$ cat src/rtl/wk_pkg.sv
package wk_pkg;
  typedef enum logic [2:0] {
    S_IDLE,   // waiting for a first qualified dominant phase
    S_DOM1,   // first dominant accepted, still dominant
    S_WREC,   // recessive phase under way, not yet long enough
    S_REC,    // recessive phase accepted
    S_WDOM2,  // second dominant under way, not yet long enough
    S_AWAKE   // wake-up reported, bus ignored until re-armed
  } wk_state_e;
endpackage

$ cat src/rtl/wk_phase_filter.sv
module wk_phase_filter #(
  parameter int FILT_CYC = 450
) (
  input  logic clk,
  input  logic rst,
  input  logic en,
  input  logic bus_dom,
  output logic lvl_o,
  output logic qual_o,
  output logic chg_o
);
  localparam int CW = $clog2(FILT_CYC + 1);
  localparam logic [CW-1:0] RUN_MAX = CW'(FILT_CYC);
  localparam logic [CW-1:0] RUN_PRE = CW'(FILT_CYC - 1);

  logic [CW-1:0] run_q;

  always_ff @(posedge clk) begin
    if (rst || !en) begin
      lvl_o  <= 1'b0;
      run_q  <= '0;
      qual_o <= 1'b0;
      chg_o  <= 1'b0;
    end else if (bus_dom != lvl_o) begin
      lvl_o  <= bus_dom;
      run_q  <= CW'(1);
      qual_o <= (FILT_CYC == 1);
      chg_o  <= 1'b1;
    end else begin
      if (run_q != RUN_MAX) run_q <= run_q + CW'(1);
      qual_o <= (run_q == RUN_PRE);
      chg_o  <= 1'b0;
    end
  end

  p_run_capped_r2: assert property (@(posedge clk) disable iff (rst)
    run_q <= RUN_MAX);
  p_qual_single_r1: assert property (@(posedge clk) disable iff (rst)
    qual_o |=> !qual_o);
endmodule

$ cat src/rtl/wk_window_timer.sv
module wk_window_timer #(
  parameter int WIN_CYC = 125000
) (
  input  logic clk,
  input  logic rst,
  input  logic clr,
  input  logic start,
  input  logic stop,
  output logic expire_o
);
  localparam int CW = $clog2(WIN_CYC + 1);
  localparam logic [CW-1:0] CNT_LAST = CW'(WIN_CYC - 1);

  logic          run_q;
  logic [CW-1:0] cnt_q;

  always_ff @(posedge clk) begin
    if (rst || clr) begin
      run_q    <= 1'b0;
      cnt_q    <= '0;
      expire_o <= 1'b0;
    end else if (start) begin
      run_q    <= 1'b1;
      cnt_q    <= '0;
      expire_o <= 1'b0;
    end else if (stop || !run_q) begin
      run_q    <= 1'b0;
      expire_o <= 1'b0;
    end else if (cnt_q == CNT_LAST) begin
      run_q    <= 1'b0;
      expire_o <= 1'b1;
    end else begin
      cnt_q    <= cnt_q + CW'(1);
      expire_o <= 1'b0;
    end
  end

  p_window_bound_r5: assert property (@(posedge clk) disable iff (rst)
    cnt_q < CW'(WIN_CYC));
  p_expire_needs_run_r5: assert property (@(posedge clk) disable iff (rst)
    expire_o |-> $past(run_q));
endmodule

$ cat src/rtl/wk_seq.sv
module wk_seq
  import wk_pkg::*;
(
  input  logic clk,
  input  logic rst,
  input  logic en,
  input  logic pat_mode,
  input  logic lvl_i,
  input  logic qual_i,
  input  logic chg_i,
  input  logic expire_i,
  output logic win_start_o,
  output logic win_stop_o,
  output logic wake_o,
  output logic rxd_o
);
  wk_state_e st_q, st_d;
  logic      fire;

  always_comb begin
    st_d        = st_q;
    fire        = 1'b0;
    win_start_o = 1'b0;
    win_stop_o  = 1'b0;
    case (st_q)
      S_IDLE: begin
        if (qual_i && lvl_i) begin
          if (!pat_mode) begin
            fire = 1'b1;
            st_d = S_AWAKE;
          end else begin
            win_start_o = 1'b1;
            st_d        = S_DOM1;
          end
        end
      end
      S_DOM1:  if (chg_i) st_d = S_WREC;
      S_WREC: begin
        if (chg_i) begin
          win_stop_o = 1'b1;
          st_d       = S_IDLE;
        end else if (qual_i) begin
          st_d = S_REC;
        end
      end
      S_REC:   if (chg_i) st_d = S_WDOM2;
      S_WDOM2: begin
        if (chg_i) begin
          win_stop_o = 1'b1;
          st_d       = S_IDLE;
        end else if (qual_i) begin
          win_stop_o = 1'b1;
          fire       = 1'b1;
          st_d       = S_AWAKE;
        end
      end
      default: st_d = S_AWAKE;
    endcase
    if (expire_i && st_q != S_IDLE && st_q != S_AWAKE) begin
      fire = 1'b0;
      st_d = S_IDLE;
    end
  end

  always_ff @(posedge clk) begin
    if (rst || !en) begin
      st_q   <= S_IDLE;
      wake_o <= 1'b0;
      rxd_o  <= 1'b1;
    end else begin
      st_q   <= st_d;
      wake_o <= fire;
      rxd_o  <= !((st_d == S_AWAKE) && lvl_i);
    end
  end

  p_pulse_one_cycle_r8: assert property (@(posedge clk) disable iff (rst)
    wake_o |=> !wake_o);
  p_rxd_high_asleep_r6: assert property (@(posedge clk) disable iff (rst)
    (st_q != S_AWAKE) |-> rxd_o);
  p_silent_when_off_r9: assert property (@(posedge clk) disable iff (rst)
    !en |=> !wake_o);
  p_awake_holds_r8: assert property (@(posedge clk) disable iff (rst)
    (st_q == S_AWAKE && en) |=> (st_q == S_AWAKE && !wake_o));
  p_wake_after_qual_r1: assert property (@(posedge clk) disable iff (rst)
    wake_o |-> $past(qual_i && lvl_i));
endmodule

$ cat src/rtl/can_wake_detect.sv
module can_wake_detect #(
  parameter int FILT_CYC = 450,
  parameter int WIN_CYC  = 125000
) (
  input  logic clk,
  input  logic rst,
  input  logic wake_en,
  input  logic bus_dom,
  input  logic pattern_mode,
  output logic wake_pulse,
  output logic rxd_lp
);
  logic lvl, qual, chg, expire, win_start, win_stop;

  wk_phase_filter #(.FILT_CYC(FILT_CYC)) u_filt (
    .clk(clk), .rst(rst), .en(wake_en), .bus_dom(bus_dom),
    .lvl_o(lvl), .qual_o(qual), .chg_o(chg)
  );

  wk_window_timer #(.WIN_CYC(WIN_CYC)) u_win (
    .clk(clk), .rst(rst), .clr(!wake_en), .start(win_start),
    .stop(win_stop), .expire_o(expire)
  );

  wk_seq u_seq (
    .clk(clk), .rst(rst), .en(wake_en), .pat_mode(pattern_mode),
    .lvl_i(lvl), .qual_i(qual), .chg_i(chg), .expire_i(expire),
    .win_start_o(win_start), .win_stop_o(win_stop),
    .wake_o(wake_pulse), .rxd_o(rxd_lp)
  );
endmodule

$ cat config.mk
export PLATFORM = sky130hd
export DESIGN_NAME = can_wake_detect
export DESIGN_NICKNAME = d
export VERILOG_FILES = /design/src/rtl/wk_pkg.sv /design/src/rtl/wk_phase_filter.sv /design/src/rtl/wk_window_timer.sv /design/src/rtl/wk_seq.sv /design/src/rtl/can_wake_detect.sv
export SDC_FILE = /design/constraint.sdc
export NUM_CORES = 1
export LEC_CHECK = 0
export BUFFER_PORTS_ARGS = -buffer_cell sky130_fd_sc_hd__buf_2
export CAP_MARGIN = 20
export CORE_ASPECT_RATIO = 0.75
export CORE_MARGIN = 2
export CORE_UTILIZATION = 63
export CTS_BUF_LIST = sky130_fd_sc_hd__clkbuf_8
export DETAILED_ROUTE_END_ITERATION = 10
export MAX_ROUTING_LAYER = met4
export PLACE_DENSITY = 0.81
export SKIP_LAST_GASP = 1
export SLEW_MARGIN = 40
export SYNTH_ARGS = -nofsm -noshare
export SYNTH_HDL_FRONTEND = slang
export SYNTH_SLANG_ARGS = --single-unit
$ cat constraint.sdc
create_clock -name clk -period 2.9 [get_ports clk]
set_input_delay 0.145 -clock clk [delete_from_list [all_inputs] [get_ports clk]]
set_output_delay 0.145 -clock clk [all_outputs]
set_load 0.1 [all_outputs]
Word-level counts from Yosys, hierarchy flattened
Cells that the tools add are included.

word-level totals
  flip-flop bits (word level) = 36
  bits in latches = 0
  RAM bits = 0
  memory bits (read-only) = 0
  input bits = 5
  output and inout port bits = 2
  logic and storage cells = 71
  memories = 0

operators by class
  $add $sub $neg = 2
  multiply operators = 0
  divide/modulo/power cells = 0
  order comparisons = 0
  equal/unequal tests = 10
  shifts and indexed selects = 0
  muxes and demuxes = 28
  bitwise logic cells = 2
  reductions and logical operators = 18

operator list
  operator                                                                number
  3-bit 2-to-1 mux                                                        9
  17-bit by 1-bit adder with 17-bit output (second input constant)        1
  17-bit equality test (second input constant)                            1
  1-bit 2-to-1 mux                                                        16
  3-bit case mux with 5 select lines                                      1
  9-bit by 1-bit adder with 9-bit output (second input constant)          1
  9-bit equality test (second input constant)                             1
  9-bit inequality test (second input constant)                           1
  3-bit by 2-bit equality test with 1-bit output (second input constant)  2
  3-bit equality test (second input constant)                             2
  3-bit nonzero test                                                      2
  2-bit OR reduction                                                      3
  1-bit logical AND                                                       4
  1-bit case mux with 2 select lines                                      2
  3-bit by 1-bit equality test with 1-bit output (second input constant)  1
  1-bit logical NOT                                                       3
  3-bit logical NOT                                                       1
  3-bit inequality test (second input constant)                           1
  3-bit OR reduction                                                      1
  1-bit logical OR                                                        2
  1-bit inverter                                                          2
  2-bit AND reduction                                                     1
  2-bit nonzero test                                                      1
  1-bit inequality test                                                   1

Depth between registers and ports, before layout
Gate-level depths: netlist of the first run.

  depth after elaboration = 7
  gate-level depth with buffers = 7
  depth with buffers taken out = 5

By module
From an unflattened synthesis of the first run, not the netlist that was laid out.

unflattened totals
  cells, all modules = 212
  area total of the unflattened synthesis = 1869.3 sq um

by module, submodules not included
  module           instances  cells an instance  area each (sq um)  seq. area each (sq um)
  wk_window_timer  1          116                1002.2             380.4
  wk_phase_filter  1          60                 551.8              240.2
  wk_seq           1          35                 311.5              100.1
  can_wake_detect  1          1                  3.8                0.0

Worst setup path before layout of the first run
OpenSTA, ideal clock, no wires.

  path kind = reg-to-reg
  from = register u_win.cnt_q[3]
  to = register u_win.cnt_q[11]
  setup time = 0.068 ns
  arrival time = 2.062 ns
  data required time = 2.832 ns
  slack = 0.770 ns
  stages on the path, launching flop included = 8
  path buffers = 2
  period minus slack after synthesis = 2.130 ns
  cell sequence = dfxtp_1 buf_6 or4_1 or4_4 buf_6 o211a_4 a21o_1 a21oi_2

on the way
  word-level cells in the longest chain between the ends = 3
  elaborated cells between the ends (all ways) = 4
  those cells by class = add/sub (1); eq/ne (1); bitwise (1); reduce/logical (1)

RTL lines
  what                                                                                              RTL line               source
  start: declaration                                                                                wk_window_timer.sv:15  logic [CW-1:0] cnt_q;
  start signal: assignment                                                                          wk_window_timer.sv:33  cnt_q <= cnt_q + CW'(1);
  parallel branches: the longest is 3 deep, another holds 17-bit by 1-bit adder with 17-bit output  n/a

Several ways; the timed one is not identified.
A chain may end at the register's enable or synchronous reset.

Final worst setup path of the first run
  from = register u_win.cnt_q[3]
  to = register u_win.cnt_q[1]

on the way
  word-level cells in the longest chain between the ends = 3

RTL lines
  what                           RTL line               source
  17-bit equality test           wk_window_timer.sv:29  end else if (cnt_q == CNT_LAST) begin
  1-bit inverter (no line)       n/a
  2-bit AND reduction (no line)  n/a

No other way between the ends.

==> results of run 1 <==
-- placed cells by master (no fill, tap or decap), types with 4 or more instances in the layout --
cell and instances:
a21oi_1 14, nor2_1 24, nand3_1 12, or3_1 6
dfxtp_1 36, xnor2_1 7, buf_2 6, clkbuf_8 5
nand2_1 13, nor2b_1 5, o21ai_1 4, inv_1 10
nand4_1 8, nor3_1 4, ha_1 4, nor4_1 6
xor2_1 9
-- worst max-delay path, stage by stage, from the launching register on --
cell	delay [ns]
dfxtp_1	0.39
or4_1	0.61
nor4_1	0.59
a21oi_1	0.28
mux2i_1	0.26
nor2_1	0.08
-- kinds of logic (layout without fill, tap and decap cells) --
kind of cell	Yosys count	in the layout	synth area share, %
xor+xnor	16	16	7.87
compound gates	34	34	13.9
flops	36	36	40.5
fa+ha+maj	4	4	2.81
buf+inv	14	22	3.79
simple gates	98	98	30.0
mux	2	2	1.12
-- area by class of cell --
cell class,instances,area [sq um]
Multi-Input combinational cell,154,992
Fill cell,215,743
Sequential cell,36,721
Clock buffer,5,68.8
Tap cell,36,45.0
Inverter,9,33.8
Timing Repair Buffer,6,30.0
Clock inverter,2,8.76
-- per-stage QoR --
step,total power [W],hold WS (ns)
after global routing,0.000882,0.0876
after detailed placement,0.000534,0.380
after CTS,0.000852,0.0830
after global placement,0.000532,0.373
after floorplan,0.000525,0.267
final,0.000846,0.0832
-- metal layers --
metal	routed length, um	vias to the layer above	global-route usage [%]
met5	0	-	-
met4	74	0	13.9
met3	261	14	6.85
met2	1550	54	36.4
met1	1690	687	34.2
li1	-	747	-
-- worst paths after layout --
| check | from | to | slack (ns) | cells past startpoint |
|---|---|---|---|---|
| worst min register to register | u_filt.lvl_o$_SDFFE_PP0P_ | u_seq.rxd_o$_SDFF_PP1_ | 0.46 | 1 |
| worst max register to register | u_win.cnt_q[3]$_SDFFE_PP0P_ | u_win.cnt_q[1]$_SDFFE_PP0P_ | 0.56 | 5 |
| worst min-delay path | bus_dom | u_filt.lvl_o$_SDFFE_PP0P_ | 0.08 | 2 |
| worst max-delay path | u_win.cnt_q[3]$_SDFFE_PP0P_ | u_win.cnt_q[1]$_SDFFE_PP0P_ | 0.56 | 5 |
-- power groups by stage --
stage	combinational (W)	sequential, W	clock (W)
global placement	0.0000203	0.000512	0
floorplan	0.0000145	0.000511	0
detailed placement	0.0000216	0.000512	0
global route	0.0000247	0.000501	0.000356
finish	0.0000218	0.000501	0.000324
CTS	0.0000218	0.000501	0.000329
==> metrics, run 1 <==
status completed; CTS sink cnt 36; most common cell in the synthesized netlist dfxtp_1; post-route cell area 0.00190 sq mm; Post-DP HPWL between 2 and 3 mm; first-pass iteration count of the detailed router 4; Finished Layout Cells 248; total grt overflow 0; worst skew pair latency 0.29 ns; highest achievable clock rate ~430 MHz; switching share of power 21.6%; sequential share of the synthesized area 40.5%; peak supply drop 272 uV; CTS Buf Count 5; initial antenna violation count 0; Setup WS pre-CTS 0.622 ns; vias in the first global route roughly 1.4k; Syn Area/Cell 8.73 sq um; Netlist Area Pre-Place around 0.0018 sq mm; final worst setup slack 0.557 ns; Initial Utilization 67.4%; setup violators final 0; max reg flops 17; Cells after Synth 204; critical path type register to register; area grow syn2layout 6.68%; Worst Setup End Kind register; Placed Cells 241; Tmin final 2.34 ns; Iteration-0 DRC Markers 175; Final Core Density 71.9%; Fin. Hold Viols 0; Hold-fix buffers, CTS 0; largest cells by area after synthesis dfxtp_1, nor2_1, xor2_1; Final Max Slew Viols 0; Max Cap Viol 0; RePlAce Congestion 0.963; CP Data Required Time roughly 3.0 ns; clk buf depth 2; largest net degree at the start of global routing 19; DIE WIDTH 65.4 um; final wirelength between 3 and 4 mm; Cell Pwr Density approximately 450 mW/mm^2; syn_nets 213; Post-synth EDFFs 0; post-route ant nets 0; Die Height around 50 um; Reg with most FFs u_win.cnt_q; Most used DFF post-synth dfxtp_1; n_diodes 0; slew margin rel. 54.7%; Worst-Margin Slew 0.678 ns; distinct cell type count after synthesis 44; ys async rst share 0%; CTS tree built; first-pass GRT wire length 6.27 mm; Nets 221; internal cell power 0.000664 W; drt via density 6.06; DR DRC count 0; largest area contributor in the netlist dfxtp_1; Comb pwr share between 2 and 3%; Sum Neg Setup Slack 0 ns; # H-tree levels 2; Std-Cell Rows 16; GRT Total Usage between 20% and 30%; DR WL/cell around 14 um; clock slew at reported path FFs 0.07 ns; top cell type's share of synthesized area about 40%; Seq cells post-synth 36; crit path max fanout 8; period utilization around four fifths; post-CTS setup buffer count 0; PostCTS Resize Cnt 0; RSZ-0062 raised after global routing no; Hold WC Path Type input port to register; sequential power share between 50% and 60%; vias ~1.5k; sw power between 0.00015 and 0.0002 W; CTS root buf clkbuf_8; share of cells above drive strength 1 9.91%; core area 0.00264 sq mm; top flop regs u_win.cnt_q: 17 flops, u_filt.run_q: 9 flops, u_seq.st_q: 3 flops; crit start category register; Clock Skews 0.00862 ns; Die ar. 0.00327 sq mm; Critical Path AT 2.49 ns; IO buf count 6; clock share of power between 30% and 40%; Top Ports 7; synth cell count leaders dfxtp_1, nor2_1, a21oi_1; yosys warns 0; Area after DPL around 0.0018 sq mm; Leakage 0.604 nW
No activity file was read; power rests on OpenSTA's default activity.
==> run 2: changes to the inputs <==
- ABC_AREA: default -> 1
- CORE_UTILIZATION: 63 -> 64
- PLACE_DENSITY: 0.81 -> 0.82
- clock period: 2.9 -> 2.44 ns (I/O delays scaled with it)
==> run 2 against run 1 <==
Against the previous run: register-to-register slack gained 0.24 ns; cell area is 22% higher; critical endpoint is now u_win.cnt_q[10]$_SDFFE_PP0P_; hold slack got worse by 0.021 ns.
==> metrics, run 2 <==
status completed; vias 1949 (+30%); endpoint of the worst-slack reg-to-reg timing path u_win.cnt_q[10]$_SDFFE_PP0P_; clk buf depth 2 (unchanged); most common cell after layout, fill and taps aside nand2_1; Hold Startpoint bus_dom; distinct cell type count after synthesis 30 (-32%); sequential share of the synthesized area 33.4% (-7.0 points); top cell type's share of synthesized area 33.4% (-7.0 points); largest net degree at the start of global routing 19 (unchanged); area grow syn2layout 7.20%; wl on met1 2.26 mm (+34%); met2 routed WL 1.73 mm (+11%); vias in the first global route 1693 (+17%); Hold WC Path Type input port to register; synth cell count leaders nand2_1, nor2_1, dfxtp_1, inv_1, nand3_1; most frequent cells in the layout nand2_1, nor2_1, inv_1, dfxtp_1, nand3_1; # H-tree levels 2 (unchanged); CTS Buf Count 5 (unchanged); slew margin rel. 68.0% (+13 points); worst hold stages 3 (+1); first-pass iteration count of the detailed router 4 (unchanged); share of cells above drive strength 1 15.7% (+5.8 points); n_diodes 0 (unchanged); reg2reg start u_win.cnt_q[0]$_SDFFE_PP0P_; Netlist Area Pre-Place 0.00216 sq mm (+21%); Syn Area/Cell 6.72 sq um (-23%); ys async rst share 0% (unchanged); Clock Skews 0.00337 ns (-0.00524 ns); post-CTS setup buffer count 0 (unchanged); Iteration-0 DRC Markers 87 (-50%); yosys warns 0 (unchanged); WL met3 172 um (-34%); Worst-Margin Slew 0.483 ns (-0.195 ns); CP Data Required Time 2.66 ns (-0.38 ns); setup violators final 0 (unchanged); PostCTS Resize Cnt 0 (unchanged); Initial Utilization 66.0% (-1.4 points); Max stage delay on crit path 0.42 ns (-0.19 ns); Buf+Inv Stages, Crit Path 1 (+1); critical path's slowest cell dfxtp_1; RSZ-0062 raised after global routing no; CP top delay family simple AND/OR/NAND/NOR gates; top layer in use met4; drt via density 5.24 (-13%); Post-synth EDFFs 0 (unchanged); Critical Path AT 1.87 ns (-0.62 ns); syn_nets 330 (+55%); Die Height 54.3 um (+8.4%); Fin. Hold Viols 0 (unchanged); peak supply drop 467 uV (+72%); DIE WIDTH 71.0 um (+8.6%); Worst Hold End u_filt.lvl_o$_SDFFE_PP0P_; Die ar. 0.00385 sq mm (+18%); setup slack, reg-to-reg 0.80 ns (+0.24 ns); worst skew pair latency 0.30 ns (about the same); period utilization 67.4% (-13 points); highest achievable clock rate 608 MHz (+42%); critical path type register to register; worst path cell trace ha_1 > nand2_2 > nor2_2 > inv_2 > nor2_4 > nand2_4 > nand2_8 > nand2_1 > a21oi_1; Hold-fix buffers, CTS 0 (unchanged); crit path max fanout 18 (+10); R2R cell count 9 (+4); Sum Neg Setup Slack 0 ns (unchanged); Leakage 0.856 nW (+42%); GRT Total Usage 25.3% (-0.66 points); Most used DFF post-synth dfxtp_1; Final Max Slew Viols 0 (unchanged); top flop regs u_win.cnt_q: 17 flops, u_filt.run_q: 9 flops, u_seq.st_q: 3 flops; max reg flops 17 (unchanged); core area 0.00327 sq mm (+24%); final wirelength 4.21 mm (+18%); DR WL/cell 11.3 um (-21%); first-pass GRT wire length 7.36 mm (+18%); Worst Setup End Kind register; clock slew at reported path FFs 0.08 ns (about the same); initial antenna violation count 0 (unchanged); IO buf count 6 (unchanged); Cells after Synth 321 (+57%); CP Depth 9 (+4); Std-Cell Rows 18 (+2); CTS sink cnt 36 (unchanged); hold slack 0.0624 ns (-0.0209 ns); total grt overflow 0 (unchanged); Seq cells post-synth 36 (unchanged); largest area contributor in the netlist dfxtp_1; post-route ant nets 0 (unchanged); Post-DP HPWL 3.08 mm (+19%); crit start category register; DR DRC count 0 (unchanged); Top Ports 7 (unchanged); Fillers 291 (+35%); CTS tree built; Cell Pwr Density 502 mW/mm^2 (+13%); Max Cap Viol 0 (unchanged); Tmin final 1.64 ns (-0.699 ns); most common cell in the synthesized netlist nand2_1; CTS root buf clkbuf_8; Reg with most FFs u_win.cnt_q; RePlAce Congestion 0.899 (-6.7%); largest cells by area after synthesis dfxtp_1, nand2_1, nor2_1; Nets 340 (+54%)
-- run 2: cell types whose count changed in the layout (fill, tap and decap cells not counted), moves of 5 or more --
cell / previous run / this run
nand2_1: 13 / 89
xnor2_1: 7 / 1
nor4_1: 6 / 0
nand3_1: 12 / 26
nor2_1: 24 / 39
a21oi_2: 1 / 11
or3_1: 6 / 0
nand2_2: 0 / 12
nor2b_1: 5 / 0
o21ai_0: 3 / 15
inv_1: 10 / 36
-- run 2: area by class of cell --
type,count,area (sq um),share of cell area (%)
Timing Repair Buffer,6,30.0,1.30
Sequential cell,36,721,31.2
Clock buffer,5,68.8,2.98
Inverter,40,150,6.50
Tap cell,40,50.0,2.17
Clock inverter,3,42.5,1.84
Multi-Input combinational cell,242,1250,54.0
-- run 2: worst register-to-register path: stages, from the launching register on --
cell and delay, ns:
dfxtp_1 0.42, ha_1 0.29, nand2_2 0.08, nor2_2 0.14, inv_2 0.06, nor2_4 0.09
nand2_4 0.11, nand2_8 0.17, nand2_1 0.07, a21oi_1 0.14
-- run 2: where the power goes --
group / leakage [nW] / switching, W / internal, W
sequential: 0.291 / 0.00000507 / 0.000590
clock: 0.0541 / 0.000229 / 0.000302
combinational: 0.511 / 0.0000224 / 0.00000984
total: 0.856 / 0.000257 / 0.000902
-- run 2: routing by layer --
| layer | up-vias | track usage (%) |
|---|---|---|
| met2 | 32 | 38.9 |
| met1 | 870 | 33.4 |
| met5 | - | - |
| li1 | 1043 | - |
| met4 | 0 | 10.1 |
| met3 | 4 | 4.97 |
-- run 2: worst max path at each step --
stage / from / to / slack (ns)
2_1_floorplan: u_win.cnt_q[0]$_SDFFE_PP0P_ / u_win.cnt_q[14]$_SDFFE_PP0P_ / 0.96
3_3_place_gp: u_win.cnt_q[0]$_SDFFE_PP0P_ / u_win.cnt_q[10]$_SDFFE_PP0P_ / 0.85
3_5_place_dp: u_seq.st_q[1]$_SDFF_PP0_ / u_win.cnt_q[0]$_SDFFE_PP0P_ / 0.82
4_1_cts: u_win.cnt_q[0]$_SDFFE_PP0P_ / u_win.cnt_q[10]$_SDFFE_PP0P_ / 0.80
5_1_grt: u_win.cnt_q[0]$_SDFFE_PP0P_ / u_win.cnt_q[16]$_SDFFE_PP0P_ / 0.57
6_report: u_win.cnt_q[0]$_SDFFE_PP0P_ / u_win.cnt_q[10]$_SDFFE_PP0P_ / 0.80
-- run 2: metrics by stage --
| stage | util, % | power (W) | setup WS (ns) | cells | instance area, sq um |
|---|---|---|---|---|---|
| floorplan | - | 0.000632 | 0.959 | 321 | 2160 |
| global placement | 67.4 | 0.000640 | 0.847 | 364 | 2200 |
| detailed placement | 67.4 | 0.000641 | 0.824 | 364 | 2200 |
| CTS | 70.8 | 0.00117 | 0.796 | 372 | 2310 |
| global route | 70.8 | 0.00119 | 0.566 | 372 | 2310 |
| finish | 70.8 | 0.00116 | 0.796 | 372 | 2310 |
-- run 2: logic make-up (layout without fill, tap and decap cells) --
group | after synthesis | in the layout | synth area share [%]
adders and majority gates | 4 | 4 | 2.32
xor gates and xnor gates | 6 | 6 | 2.44
DFF | 36 | 36 | 33.4
and+or+nand+nor | 191 | 191 | 41.4
buffers and inverters | 43 | 54 | 8.65
AOI/OAI and AO/OA | 41 | 41 | 11.7
